File: src/rtl/pwb_pkg.sv
package pwb_pkg;
    localparam int ADDR_W = 32;
    localparam int DATA_W = 32;
    localparam int BE_W   = DATA_W / 8;

    typedef struct packed {
        logic [ADDR_W-1:0] addr;
        logic [DATA_W-1:0] data;
        logic [BE_W-1:0]   be;
        logic              last;
    } wr_entry_t;

    typedef enum logic [1:0] {
        ST_POST   = 2'd0,
        ST_FINISH = 2'd1,
        ST_ACK    = 2'd2,
        ST_HOLD   = 2'd3
    } flush_st_e;

    // Burst state after this cycle, given an accept and its last flag
    function automatic logic burst_after(input logic open_now,
                                         input logic fire,
                                         input logic last);
        return fire ? !last : open_now;
    endfunction
endpackage

File: src/rtl/pwb_store.sv
module pwb_store
    import pwb_pkg::*;
#(
    parameter int DEPTH = 8
) (
    input  logic      clk,
    input  logic      rst,
    input  logic      push,
    input  wr_entry_t push_entry,
    input  logic      pop,
    output wr_entry_t head,
    output logic      empty,
    output logic      full
);
    localparam int PTR_W = (DEPTH > 1) ? $clog2(DEPTH) : 1;
    localparam int CNT_W = $clog2(DEPTH + 1);
    localparam logic [PTR_W-1:0] LAST_SLOT = PTR_W'(DEPTH - 1);
    localparam logic [CNT_W-1:0] FULL_CNT  = CNT_W'(DEPTH);

    wr_entry_t        slots [DEPTH];
    logic [PTR_W-1:0] wr_ptr, rd_ptr;
    logic [CNT_W-1:0] count;

    function automatic logic [PTR_W-1:0] bump(input logic [PTR_W-1:0] p);
        return (p == LAST_SLOT) ? '0 : p + 1'b1;
    endfunction

    always_ff @(posedge clk) begin
        if (push) slots[wr_ptr] <= push_entry;
    end

    always_ff @(posedge clk) begin
        if (rst) begin
            wr_ptr <= '0;
            rd_ptr <= '0;
            count  <= '0;
        end else begin
            if (push) wr_ptr <= bump(wr_ptr);
            if (pop)  rd_ptr <= bump(rd_ptr);
            case ({push, pop})
                2'b10:   count <= count + 1'b1;
                2'b01:   count <= count - 1'b1;
                default: count <= count;
            endcase
        end
    end

    assign head  = slots[rd_ptr];
    assign empty = (count == '0);
    assign full  = (count == FULL_CNT);
endmodule

File: src/rtl/pwb_flush_ctl.sv
module pwb_flush_ctl
    import pwb_pkg::*;
(
    input  logic clk,
    input  logic rst,
    input  logic flush_req,
    input  logic enq_fire,
    input  logic enq_last,
    input  logic store_empty,
    output logic post_open,
    output logic flush_ack
);
    flush_st_e state, state_nxt;
    logic      burst_open, burst_nxt;

    assign burst_nxt = burst_after(burst_open, enq_fire, enq_last);

    always_comb begin
        state_nxt = state;
        unique case (state)
            ST_POST:   if (flush_req) state_nxt = burst_nxt ? ST_FINISH : ST_ACK;
            ST_FINISH: begin
                if (!flush_req)      state_nxt = ST_POST;
                else if (!burst_nxt) state_nxt = ST_ACK;
            end
            ST_ACK:    if (store_empty) state_nxt = flush_req ? ST_HOLD : ST_POST;
            ST_HOLD:   if (!flush_req) state_nxt = ST_POST;
            default:   state_nxt = ST_POST;
        endcase
    end

    always_ff @(posedge clk) begin
        if (rst) begin
            state      <= ST_POST;
            burst_open <= 1'b0;
        end else begin
            state      <= state_nxt;
            burst_open <= burst_nxt;
        end
    end

    assign post_open = ((state == ST_POST) && !(flush_req && !burst_open))
                     || (state == ST_FINISH);
    assign flush_ack = (state == ST_ACK);
endmodule

File: src/rtl/posted_wr_buf.sv
module posted_wr_buf
    import pwb_pkg::*;
#(
    parameter int DEPTH = 8
) (
    input  logic              clk,
    input  logic              rst,
    input  logic              enq_valid,
    output logic              enq_ready,
    input  logic [ADDR_W-1:0] enq_addr,
    input  logic [DATA_W-1:0] enq_data,
    input  logic [BE_W-1:0]   enq_be,
    input  logic              enq_last,
    output logic              drn_valid,
    input  logic              drn_ready,
    output logic [ADDR_W-1:0] drn_addr,
    output logic [DATA_W-1:0] drn_data,
    output logic [BE_W-1:0]   drn_be,
    output logic              drn_last,
    input  logic              flush_req,
    output logic              flush_ack
);
    wr_entry_t in_entry, head;
    logic      empty, full, post_open, fire, pop;

    assign in_entry = '{addr: enq_addr, data: enq_data, be: enq_be, last: enq_last};
    assign enq_ready = post_open && !full;
    assign fire      = enq_valid && enq_ready;
    assign drn_valid = !empty;
    assign pop       = drn_valid && drn_ready;

    pwb_store #(.DEPTH(DEPTH)) u_store (
        .clk        (clk),
        .rst        (rst),
        .push       (fire),
        .push_entry (in_entry),
        .pop        (pop),
        .head       (head),
        .empty      (empty),
        .full       (full)
    );

    pwb_flush_ctl u_flush (
        .clk         (clk),
        .rst         (rst),
        .flush_req   (flush_req),
        .enq_fire    (fire),
        .enq_last    (enq_last),
        .store_empty (empty),
        .post_open   (post_open),
        .flush_ack   (flush_ack)
    );

    assign drn_addr = head.addr;
    assign drn_data = head.data;
    assign drn_be   = head.be;
    assign drn_last = head.last;
endmodule

File: config.mk
export PLATFORM = sky130hd
export DESIGN_NAME = posted_wr_buf
export DESIGN_NICKNAME = d
export VERILOG_FILES = /design/src/rtl/pwb_pkg.sv /design/src/rtl/pwb_store.sv /design/src/rtl/pwb_flush_ctl.sv /design/src/rtl/posted_wr_buf.sv
export SDC_FILE = /design/constraint.sdc
export NUM_CORES = 1
export LEC_CHECK = 0
export BUFFER_PORTS_ARGS = -buffer_cell sky130_fd_sc_hd__buf_2
export CORE_ASPECT_RATIO = 0.7
export CORE_UTILIZATION = 55
export CTS_CLUSTER_DIAMETER = 60
export DETAILED_ROUTE_END_ITERATION = 8
export GPL_ROUTABILITY_DRIVEN = 0
export PLACE_DENSITY = 0.71
export SETUP_SLACK_MARGIN = 0.5
export SLEW_MARGIN = 40
export SYNTH_ARGS = -nofsm -noshare
export SYNTH_HDL_FRONTEND = slang
export SYNTH_SLANG_ARGS = --single-unit
File: constraint.sdc
create_clock -name clk -period 11.7 [get_ports clk]
set_input_delay 2.34 -clock clk [delete_from_list [all_inputs] [get_ports clk]]
set_output_delay 2.34 -clock clk [all_outputs]
set_load 0.02 [all_outputs]
==> impl_summary.txt, run 1 <==
----------------------------------------------------
[Global route]
  Aggregate global routing overflow ... 0
  Number of global-route vias before repair ... 9951
  Wire length of the first global-routing pass ... 60100 um
  Initial antenna violation count ... 6
  Pin count of the biggest net entering global routing ... 59
  GRT Resource Usage Total ... 20.5%

[Timing]
  Post-Route Skew ... 0.0177 ns
  Relative max-transition margin ... 48.7%
  Period Utilization, post-route ... 51.5%
  Fmax achieved ... 166 MHz
  Total setup violations reported at the end of the flow ... 0
  Setup repair after global routing missed its margin ... false
  Slew Limit Fails ... 0
  Slew @ Worst Pin ... 0.769 ns
  Endpoints failing hold ... 0
  Aggregate negative setup slack ... 0 ns
  Shortest clock period the worst path allows after layout ... 6.03 ns

[Clock tree]
  Count of clock tree sinks ... 568
  Count of cells resized by post-cts repair ... 0
  CTS Buffer Depth ... 3
  H-tree depth reported by CTS ... 2
  Cell chosen for the clock root ... clkbuf_16
  TritonCTS clock tree ... built
  Clock latency on the worst-skew pair ... 0.58 ns
  Post-CTS repair timing setup buffer count ... 0
  Clock-pin slew on the worst setup and hold paths ... 0.07 ns
  TritonCTS buffer count ... 51
  Count of hold buffers inserted by post-cts repair ... 0

[Job]
  Number of maximum-capacitance constraint violations ... 0

[Worst setup path]
  Worst flop-to-flop path endpoint ... u_store.slots[3][20]
  Required time of the critical path ... 9.36 ns
  Type of origin of the critical path ... register
  Reg-to-reg setup timing slack ... 8.68 ns
  Reg2reg path depth ... 5
  Type of destination of the critical path ... output port
  Classification of the worst setup path ... register to output port
  Maximum fanout count along the critical path ... 52
  Startpoint of the worst-slack reg-to-reg timing path ... u_store.count[1]
  Arrival time at the worst endpoint ... 3.69 ns
  Endpoint of the most critical setup path ... drn_data[18]

[Cells and area]
  Number of nets at the end of the flow ... 1151
  Utilization after layout ... 63.7%
  Proportion of layout cells with a drive suffix above 1 ... 41.6%
  Area growth, synth to finish ... 13.9%

[Hold path]
  Kind of path behind the tightest hold check ... register to register

[Power and ir drop]
  P per Cell Area ... 197 nW/um2
  Peak ir drop on the vdd network ... 0.152 mV
  Static power due to leakage ... 7.76 nW

[Logic synthesis]
  Most used flip-flop cell after synthesis ... edfxtp_1
  Number of enable flip-flop cells after synthesis ... 552
  Share of Yosys cell area claimed by the top area cell type ... 77.0%
  Cell Area, Synth ... 21500 um2
  Post-Synthesis Net Count ... 975
  Synthesized area per cell ... 24.1 um2
  Post-synthesis cell type with the largest combined area ... edfxtp_1
  Top cells by area in the synthesized netlist ... edfxtp_1 77%, mux4_2 14%, mux2_2 3.6%, dfxtp_1 1.5%, buf_4 0.42%
  Share of synthesized registers carrying an async set or reset ... 0%
  Library cell with the highest instance count after synthesis ... edfxtp_1
  Distinct cell type count after synthesis ... 36
  Count of state elements after synthesis ... 568
  Post-synthesis cell count ... 894
  Number of warnings issued by yosys ... 0
  Commonest cells in the synthesized netlist ... 552 x edfxtp_1, 138 x mux4_2, 69 x mux2_2
  Register area share after synthesis ... 78.5%

[Routing]
  Antenna Violating Nets Remaining ... 0
  TritonRoute pass-1 iters ... 5
  Vias per cell ... 5.79
  Drc violations ... 0
  Routed wire per std cell ... 24.3 um
  Post-Route WL ... 39900 um
  DRC marker count from the first detailed-route iteration ... 720
  Via count ... 9525

[Floorplan]
  Count of boundary I/O pins ... 146
  CORE AREA ... 38500 um2
  Overall die width ... 238 um
  Initial core utilization ... 55.9%
  Placement Rows ... 60
  Die boundary height ... 167 um
  DIE AREA ... 39900 um2

[Placement]
  Port-buffer cells ... 145
  Post-detailed-placement half-perimeter wirelength ... 20900 um

[Outcome]
  Run status ... finished clean

----------------------------------------------------
[worst min-delay path by stage]
stage / startpoint / to / slack (ns) / cells after the start
floorplan: u_store.rd_ptr[1] / register / 0.45 / 2
global placement: u_store.rd_ptr[2] / register / 0.47 / 2
detailed placement: u_store.rd_ptr[2] / register / 0.49 / 2
CTS: u_store.rd_ptr[2] / register / 0.50 / 2
global route: u_store.rd_ptr[2] / register / 0.53 / 2
finish: u_store.rd_ptr[2] / register / 0.50 / 2
[layout by cell type, fill, tap and decap left out, types with 4 or more instances in the layout]
master     Yosys  final
a21oi_1        8      8
buf_2          4    145
buf_4         12     13
buf_6          3      7
clkbuf_1      22     10
clkbuf_16      0     53
clkinv_1       0     13
clkinv_2       0     15
dfxtp_1       16     13
diode_2        0      5
edfxtp_1     552    552
ha_1           7      7
mux2_2        69     69
mux4_2       138    138
nand2_1       11     11
nor2_1         9      6
nor3_2         0      4
[registers in the layout, summed over array words and instances (netlist names), named ones only]
register            cells
u_flush.state           2
u_store.rd_ptr          3
u_flush.burst_open      1
u_store.wr_ptr          3
u_store.count           4
u_store.slots         552
[power breakdown]
| part | leakage [nW] | internal [mW] | switching [mW] |
|---|---|---|---|
| clock network | 0.787 | 0.891 | 0.694 |
| logic | 1.86 | 0.450 | 0.468 |
| registers | 5.12 | 2.29 | 0.0389 |
[critical path: stages, from the launching register on]
cell and delay, ns:
dfxtp_4 0.70, buf_4 0.69, buf_4 0.74, mux4_2 0.43, mux2_2 0.29, buf_2 0.17
[logic make-up (layout without fill, tap and decap cells)]
family                   Yosys count  after routing  synth area share (%)
AO/OA/AOI/OAI                     14             14                 0.413
XOR/XNOR                           3              3                 0.122
adder cells (fa/ha/maj)            7              7                 0.407
buffers and inverters             48            266                  1.17
flip-flops                       568            568                  78.5
AND/OR/NAND/NOR                   44             44                  1.17
other                              0              5                     0
multiplexers                     210            210                  18.2
[final cells by class]
| type | count | area [um2] |
|---|---|---|
| fill | 2579 | 14000 |
| clock buffer | 63 | 1360 |
| antenna | 5 | 12.5 |
| sequential | 568 | 16900 |
| timing repair buffer | 166 | 917 |
| clock inverter | 32 | 221 |
| multi-input combinational | 278 | 4420 |
| inverter | 5 | 18.8 |
| tap | 527 | 659 |
[routing by layer]
layer / track usage, % / part of all wire, % / wire (um)
met1: 28.8 / 43 / 17200
met4: 5.38 / 1.8 / 718
met5: 0 / 0.12 / 48
met2: 32.8 / 49 / 19400
met3: 4.76 / 6.3 / 2500
[stage by stage]
step	area [um2]	setup WS, ns	total power, mW	std cells	hold slack (ns)
after global placement	22900	6.24	3.29	1543	0.467
after CTS	24500	5.58	4.89	1639	0.503
after global routing	24500	5.49	5.02	1639	0.525
after floorplan	21500	1.47	3.10	894	0.454
after detailed placement	22900	6.21	3.31	1544	0.490
final	24500	5.67	4.83	1644	0.505
(Power assumes the default switching activity.)
==> inputs of run 2 (changes only) <==
--- a/config.mk
+++ b/config.mk
@@ -5,13 +5,14 @@
 export SDC_FILE = /design/constraint.sdc
 export NUM_CORES = 1
 export LEC_CHECK = 0
+export ABC_AREA = 1
 export BUFFER_PORTS_ARGS = -buffer_cell sky130_fd_sc_hd__buf_2
 export CORE_ASPECT_RATIO = 0.7
 export CORE_UTILIZATION = 55
 export CTS_CLUSTER_DIAMETER = 60
 export DETAILED_ROUTE_END_ITERATION = 8
 export GPL_ROUTABILITY_DRIVEN = 0
-export PLACE_DENSITY = 0.71
+export PLACE_DENSITY = 0.7
 export SETUP_SLACK_MARGIN = 0.5
 export SLEW_MARGIN = 40
 export SYNTH_ARGS = -nofsm -noshare
==> constraint.sdc (replaced) <==
create_clock -name clk -period 5.7 [get_ports clk]
set_input_delay 1.14 -clock clk [delete_from_list [all_inputs] [get_ports clk]]
set_output_delay 1.14 -clock clk [all_outputs]
set_load 0.02 [all_outputs]
==> impl_summary.txt, run 2 <==
----------------------------------------------------
[Clock tree]
  Clock latency on the worst-skew pair ... 0.59 ns (about the same)
  Cell chosen for the clock root ... clkbuf_16
  TritonCTS clock tree ... built
  H-tree depth reported by CTS ... 2 (unchanged)
  Count of hold buffers inserted by post-cts repair ... 0 (unchanged)
  CTS Buffer Depth ... 3 (unchanged)
  TritonCTS buffer count ... 51 (unchanged)
  Clock-pin slew on the worst setup and hold paths ... 0.06 ns (about the same)
  Count of cells resized by post-cts repair ... 0 (unchanged)
  Post-CTS repair timing setup buffer count ... 0 (unchanged)
  Count of clock tree sinks ... 568 (unchanged)

[Floorplan]
  Overall die width ... 242 um (+1.4%)
  Die boundary height ... 170 um (+1.4%)
  Placement Rows ... 61 (+1.7%)
  Initial core utilization ... 55.8% (-0.13 points)
  DIE AREA ... 41000 um2 (+2.8%)
  Count of boundary I/O pins ... 146 (unchanged)
  CORE AREA ... 39700 um2 (+3.1%)

[Placement]
  Total instance count after detailed placement ... 2283 (+48%)
  Port-buffer cells ... 145 (unchanged)
  Post-detailed-placement half-perimeter wirelength ... 24800 um (+19%)

[Cells and area]
  Area of all sequential standard cells ... 16900 um2 (about the same)
  Largest registers ... u_store.slots: 552 flops, u_store.count: 4 flops
  Area growth, synth to finish ... 12.4%
  Register with the highest flop count ... u_store.slots
  Flip-flop count of the largest register after layout ... 552 (unchanged)
  Commonest cells after routing, fill and taps aside ... 552 x edfxtp_1, 507 x nor2_1, 187 x o21ai_0
  Number of nets at the end of the flow ... 1882 (+64%)
  Footprint of the multi-input gates ... 4590 um2 (+3.8%)
  Leading cell type in the layout, fill and taps excluded ... edfxtp_1
  Fin cells ... 2378 (+45%)
  # fillers ... 2992 (+16%)
  Proportion of layout cells with a drive suffix above 1 ... 13.6% (-28 points)
  Utilization after layout ... 62.7% (-0.99 points)

[Timing]
  Relative max-transition margin ... 46.6% (-2.1 points)
  Setup repair after global routing missed its margin ... false
  Slew @ Worst Pin ... 0.801 ns (+0.0320 ns)
  Fmax achieved ... 215 MHz
  Post-Route Skew ... 0.0165 ns (-0.00121 ns)
  Shortest clock period the worst path allows after layout ... 4.64 ns
  Slew Limit Fails ... 0 (unchanged)
  Period Utilization, post-route ... 81.5%
  Aggregate negative setup slack ... 0 ns (unchanged)
  Total setup violations reported at the end of the flow ... 0 (unchanged)
  Endpoints failing hold ... 0 (unchanged)

[Global route]
  GRT Resource Usage Total ... 23.5% (+3.0 points)
  Pin count of the biggest net entering global routing ... 176 (+200%)
  Wire length of the first global-routing pass ... 75000 um (+25%)
  Aggregate global routing overflow ... 0 (unchanged)
  Initial antenna violation count ... 5 (-1)
  Number of global-route vias before repair ... 13200 (+33%)

[Worst setup path]
  Startpoint of the worst-slack reg-to-reg timing path ... u_flush.state[1]
  Type of origin of the critical path ... register
  Maximum fanout count along the critical path ... 54 (+3.8%)
  CP Cell Sequence ... buf_4 -> buf_4 -> o21ai_0 -> o22ai_1 -> nor2_1 -> a31oi_1 -> buf_2
  Worst flop-to-flop path endpoint ... u_store.slots[4][64]
  Type of destination of the critical path ... output port
  Classification of the worst setup path ... register to output port
  Reg2reg path depth ... 8 (+3)
  Dominant cell type by count on the critical path ... buf_4
  Reg-to-reg setup timing slack ... 2.88 ns (-5.80 ns)
  Cell class contributing the biggest share of worst-path delay ... buffers and inverters
  Crit path max-delay cell type ... dfxtp_4
  Required time of the critical path ... 4.56 ns (-4.80 ns)
  Total buffers and inverters traversed by the critical path ... 3 (unchanged)
  Largest stage delay, worst path ... 0.73 ns (about the same)
  Arrival time at the worst endpoint ... 3.50 ns (-0.19 ns)

[Logic synthesis]
  Post-synthesis cell type with the largest combined area ... edfxtp_1
  Library cell with the highest instance count after synthesis ... edfxtp_1
  Number of warnings issued by yosys ... 0 (unchanged)
  Synthesized area per cell ... 13.2 um2 (-45%)
  Count of state elements after synthesis ... 568 (unchanged)
  Top cells by area in the synthesized netlist ... edfxtp_1 75%, nor2_1 8.7%, o21ai_0 4.2%, o21ai_1 2.2%, a31oi_1 2.0%
  Most used flip-flop cell after synthesis ... edfxtp_1
  Share of Yosys cell area claimed by the top area cell type ... 74.9% (-2.1 points)
  Commonest cells in the synthesized netlist ... 552 x edfxtp_1, 515 x nor2_1, 187 x o21ai_0
  Share of synthesized registers carrying an async set or reset ... 0% (unchanged)
  Distinct cell type count after synthesis ... 27 (-25%)
  Post-Synthesis Net Count ... 1762 (+81%)
  Cell Area, Synth ... 22100 um2 (+2.8%)
  Register area share after synthesis ... 76.4% (-2.2 points)
  Post-synthesis cell count ... 1681 (+88%)
  Number of enable flip-flop cells after synthesis ... 552 (unchanged)

[Routing]
  DRC marker count from the first detailed-route iteration ... 1150 (+60%)
  Vias per cell ... 5.72 (-1.3%)
  Drc violations ... 0 (unchanged)
  Antenna Violating Nets Remaining ... 0 (unchanged)
  Routed wire per std cell ... 20.2 um (-17%)
  TritonRoute pass-1 iters ... 5 (unchanged)
  Via count ... 13600 (+43%)
  Post-Route WL ... 48000 um (+20%)

[Hold path]
  HP Start ... u_store.count[3]
  Kind of path behind the tightest hold check ... register to register
  End point of the worst hold path ... u_store.count[3]
  Number of stages on the worst hold path ... 2 (unchanged)

[Power and ir drop]
  Peak ir drop on the vdd network ... 0.336 mV (+120%)
  P per Cell Area ... 470 nW/um2 (+140%)
  Static power due to leakage ... 8.39 nW (+8.1%)

[Job]
  Number of maximum-capacitance constraint violations ... 0 (unchanged)

[Outcome]
  Run status ... finished clean

----------------------------------------------------
run 2: changes by cell type after synthesis, sizes merged, moves of 8 or more:
cell and change:
clkbuf +24, inv +14, nor2 +506, buf +39, nand2 +8, a31oi +69, o22ai +69, mux4 -138
o21ai +283, mux2 -70
run 2: power breakdown:
part	switching (mW)	internal, mW
combinational	2.46	1.06
clock	1.46	1.65
sequential	0.162	4.91
run 2: final cells by class:
class	count	share of cell area (%)
flip-flops and latches	568	68.0
clock buffers	66	5.36
diodes	1	0.0101
clock inverters	28	0.548
well taps	535	2.69
inverters	19	0.377
multi-input cells	988	18.4
repair buffers	173	4.63
run 2: per-layer routing:
layer  part of all wire [%]  routed length [um]  GRT usage (%)
met5                  0.052                  25              0
met4                    1.9                 899           5.75
met3                    5.6                2690           3.58
met2                     48               23200           39.1
met1                     44               21300           32.9
run 2: kinds of logic after synthesis:
family / synth area share, %
buffers and inverters: 3.18
DFF: 76.4
AOI/OAI and AO/OA: 10.7
and+or+nand+nor: 9.32
adders and majority gates: 0.396
xor gates and xnor gates: 0.0792
run 2: how the worst max path moves through the flow:
stage | end | depth (start not counted) | startpoint | slack, ns
3_3_place_gp | drn_be[2] | 7 | register | 1.73
6_report | drn_be[2] | 7 | register | 1.06
2_1_floorplan | u_store.slots[0][0] | 6 | flush_req | 0.57
5_1_grt | drn_be[0] | 7 | register | 0.86
4_1_cts | drn_be[2] | 7 | register | 1.04
3_5_place_dp | drn_addr[11] | 7 | register | 1.69
run 2: worst min-delay path, stage by stage (launching register included):
cell and delay [ns]:
dfxtp_1 0.30, inv_1 0.10, a21oi_1 0.07
run 2: stage by stage:
step	hold WS (ns)	instance area [um2]	power, mW	worst slack, ns
floorplan	0.465	22100	7.62	0.573
global placement	0.487	23200	8.59	1.73
detailed placement	0.496	23400	8.70	1.69
CTS	0.507	24900	11.8	1.04
global route	0.550	24900	12.3	0.865
finish	0.508	24900	11.7	1.06
==> inputs of run 3 (changes only) <==
==> constraint.sdc (replaced) <==
create_clock -name clk -period 4.7 [get_ports clk]
set_input_delay 0.94 -clock clk [delete_from_list [all_inputs] [get_ports clk]]
set_output_delay 0.94 -clock clk [all_outputs]
set_load 0.02 [all_outputs]
==> impl_summary.txt, run 3 (synthesized netlist as in run 2, its figures left out) <==
----------------------------------------------------
[Power and ir drop]
  Overall power after layout ... 14.5 mW (+24%)
  Peak ir drop on the vdd network ... 0.435 mV (+30%)
  P per Cell Area ... 580 nW/um2 (+23%)
  Static power due to leakage ... 8.44 nW (+0.54%)

[Timing]
  Shortest clock period the worst path allows after layout ... 3.87 ns
  Period Utilization, post-route ... 82.4%
  Total setup violations reported at the end of the flow ... 0 (unchanged)
  Endpoints failing hold ... 0 (unchanged)
  Slew @ Worst Pin ... 0.830 ns (+0.0284 ns)
  Hold slack final ... 0.494 ns (-0.0146 ns)
  Relative max-transition margin ... 44.7% (-1.9 points)
  Post-Route Skew ... 0.0207 ns (+0.00424 ns)
  Fmax achieved ... 258 MHz
  Slew Limit Fails ... 0 (unchanged)
  Setup repair after global routing missed its margin ... false

[Cells and area]
  Flip-flop count of the largest register after layout ... 552 (unchanged)
  Footprint of the multi-input gates ... 4590 um2 (unchanged)
  Largest registers ... u_store.slots: 552 flops, u_store.count: 4 flops
  Design area ... 24900 um2 (+0.22%)
  Proportion of layout cells with a drive suffix above 1 ... 13.9% (+0.26 points)
  # fillers ... 3006 (+0.47%)
  Area growth, synth to finish ... 12.7%
  Leading cell type in the layout, fill and taps excluded ... edfxtp_1
  Area of all sequential standard cells ... 16900 um2 (unchanged)
  Register with the highest flop count ... u_store.slots
  Commonest cells after routing, fill and taps aside ... 552 x edfxtp_1, 507 x nor2_1, 187 x o21ai_0
  Number of nets at the end of the flow ... 1887 (+0.27%)

[Worst setup path]
  Maximum fanout count along the critical path ... 58 (+7.4%)
  Arrival time at the worst endpoint ... 2.93 ns (-0.57 ns)
  Type of destination of the critical path ... output port
  Type of origin of the critical path ... register
  Classification of the worst setup path ... register to output port
  Required time of the critical path ... 3.76 ns (-0.80 ns)

[Placement]
  Area post-placement ... 23300 um2 (-0.50%)
  Post-detailed-placement half-perimeter wirelength ... 24500 um (-1.0%)
  Port-buffer cells ... 145 (unchanged)

[Floorplan]
  CORE AREA ... 39700 um2 (unchanged)
  DIE AREA ... 41000 um2 (unchanged)
  Overall die width ... 242 um (unchanged)
  Die boundary height ... 170 um (unchanged)
  Placement Rows ... 61 (unchanged)
  Count of boundary I/O pins ... 146 (unchanged)
  Initial core utilization ... 55.8% (unchanged)

[Global route]
  GRT Resource Usage Total ... 23.2% (-0.31 points)
  Wire length of the first global-routing pass ... 73700 um (-1.7%)
  Initial antenna violation count ... 4 (-1)
  Number of global-route vias before repair ... 13000 (-1.7%)
  Pin count of the biggest net entering global routing ... 159 (-9.7%)
  Aggregate global routing overflow ... 0 (unchanged)

[Clock tree]
  Post-CTS repair timing setup buffer count ... 0 (unchanged)
  Cell chosen for the clock root ... clkbuf_16
  H-tree depth reported by CTS ... 2 (unchanged)
  TritonCTS clock tree ... built
  CTS Buffer Depth ... 3 (unchanged)
  Clock latency on the worst-skew pair ... 0.58 ns (about the same)
  Count of clock tree sinks ... 568 (unchanged)
  TritonCTS buffer count ... 52 (+2.0%)
  Clock-pin slew on the worst setup and hold paths ... 0.07 ns (about the same)

[Routing]
  TritonRoute pass-1 iters ... 5 (unchanged)
  Via count ... 13600 (-0.29%)
  Drc violations ... 0 (unchanged)
  Routed wire per std cell ... 19.9 um (-1.7%)
  Vias per cell ... 5.69 (-0.54%)
  DRC marker count from the first detailed-route iteration ... 1172 (+1.9%)
  Post-Route WL ... 47300 um (-1.5%)
  Antenna Violating Nets Remaining ... 0 (unchanged)

[Hold path]
  Kind of path behind the tightest hold check ... register to register

[Outcome]
  Run status ... finished clean

[Job]
  Number of maximum-capacitance constraint violations ... 0 (unchanged)

----------------------------------------------------
-- run 3: changes by cell type in the layout (fill, tap and decap cells not counted), moves of 2 or more --
cell,delta
inv_6,-2
bufinv_16,+5
buf_4,+11
clkinv_2,-4
clkbuf_1,-3
buf_16,-6
diode_2,+4
clkbuf_16,+2
-- run 3: area by class of cell --
type	instances	share of cell area (%)
multi-input cells	988	18.4
clock buffers	65	5.50
diodes	5	0.0502
flip-flops and latches	568	67.8
well taps	535	2.69
clock inverters	27	1.00
repair buffers	177	4.19
inverters	19	0.366
-- run 3: final timing paths --
kind	startpoint	endpoint	slack [ns]	depth (start not counted)
hold / removal	u_store.count[3]	u_store.count[3]	0.49	2
setup / recovery	register	drn_addr[16]	0.83	6
hold reg to reg	u_store.count[3]	u_store.count[3]	0.49	2
setup reg to reg	u_flush.state[1]	u_store.slots[1][27]	2.12	8
-- run 3: repair_timing --
action,in CTS,in global routing
endpoints found under the setup margin,0,1
gates resized for setup,0,1
hold buffers,0,0
hold endpoints to repair,0,0
-- run 3: stage by stage --
stage / TNS [ns] / cells / util, % / setup slack, ns
after floorplan: -62.72 / 1681 / - / -0.227
after global placement: 0 / 2287 / 58.7 / 1.35
after detailed placement: 0 / 2287 / 58.7 / 1.39
after CTS: 0 / 2379 / 62.8 / 0.719
after global routing: 0 / 2381 / 62.8 / 0.588
final: 0 / 2384 / 62.8 / 0.826
-- run 3: critical path: stages (launching register included) --
cell and delay, ns:
dfxtp_4 0.68, buf_4 0.62, o21ai_0 0.19, o22ai_1 0.18, nor2_1 0.05, a31oi_1 0.34, buf_2 0.25
-- run 3: layer usage --
metal	vias to the layer above	global-route usage, %	part of all wire (%)
met5	-	0	0
met4	0	5.83	1.5
met3	59	4.21	6.3
met2	445	37.8	48
met1	6646	32.6	44
li1	6414	-	-
-- run 3: power by group --
part | leakage (nW) | total, mW | internal, mW | switching (mW)
clock network | 0.792 | 4.06 | 2.33 | 1.73
logic | 2.52 | 4.26 | 1.27 | 2.99
registers | 5.12 | 6.14 | 5.95 | 0.189
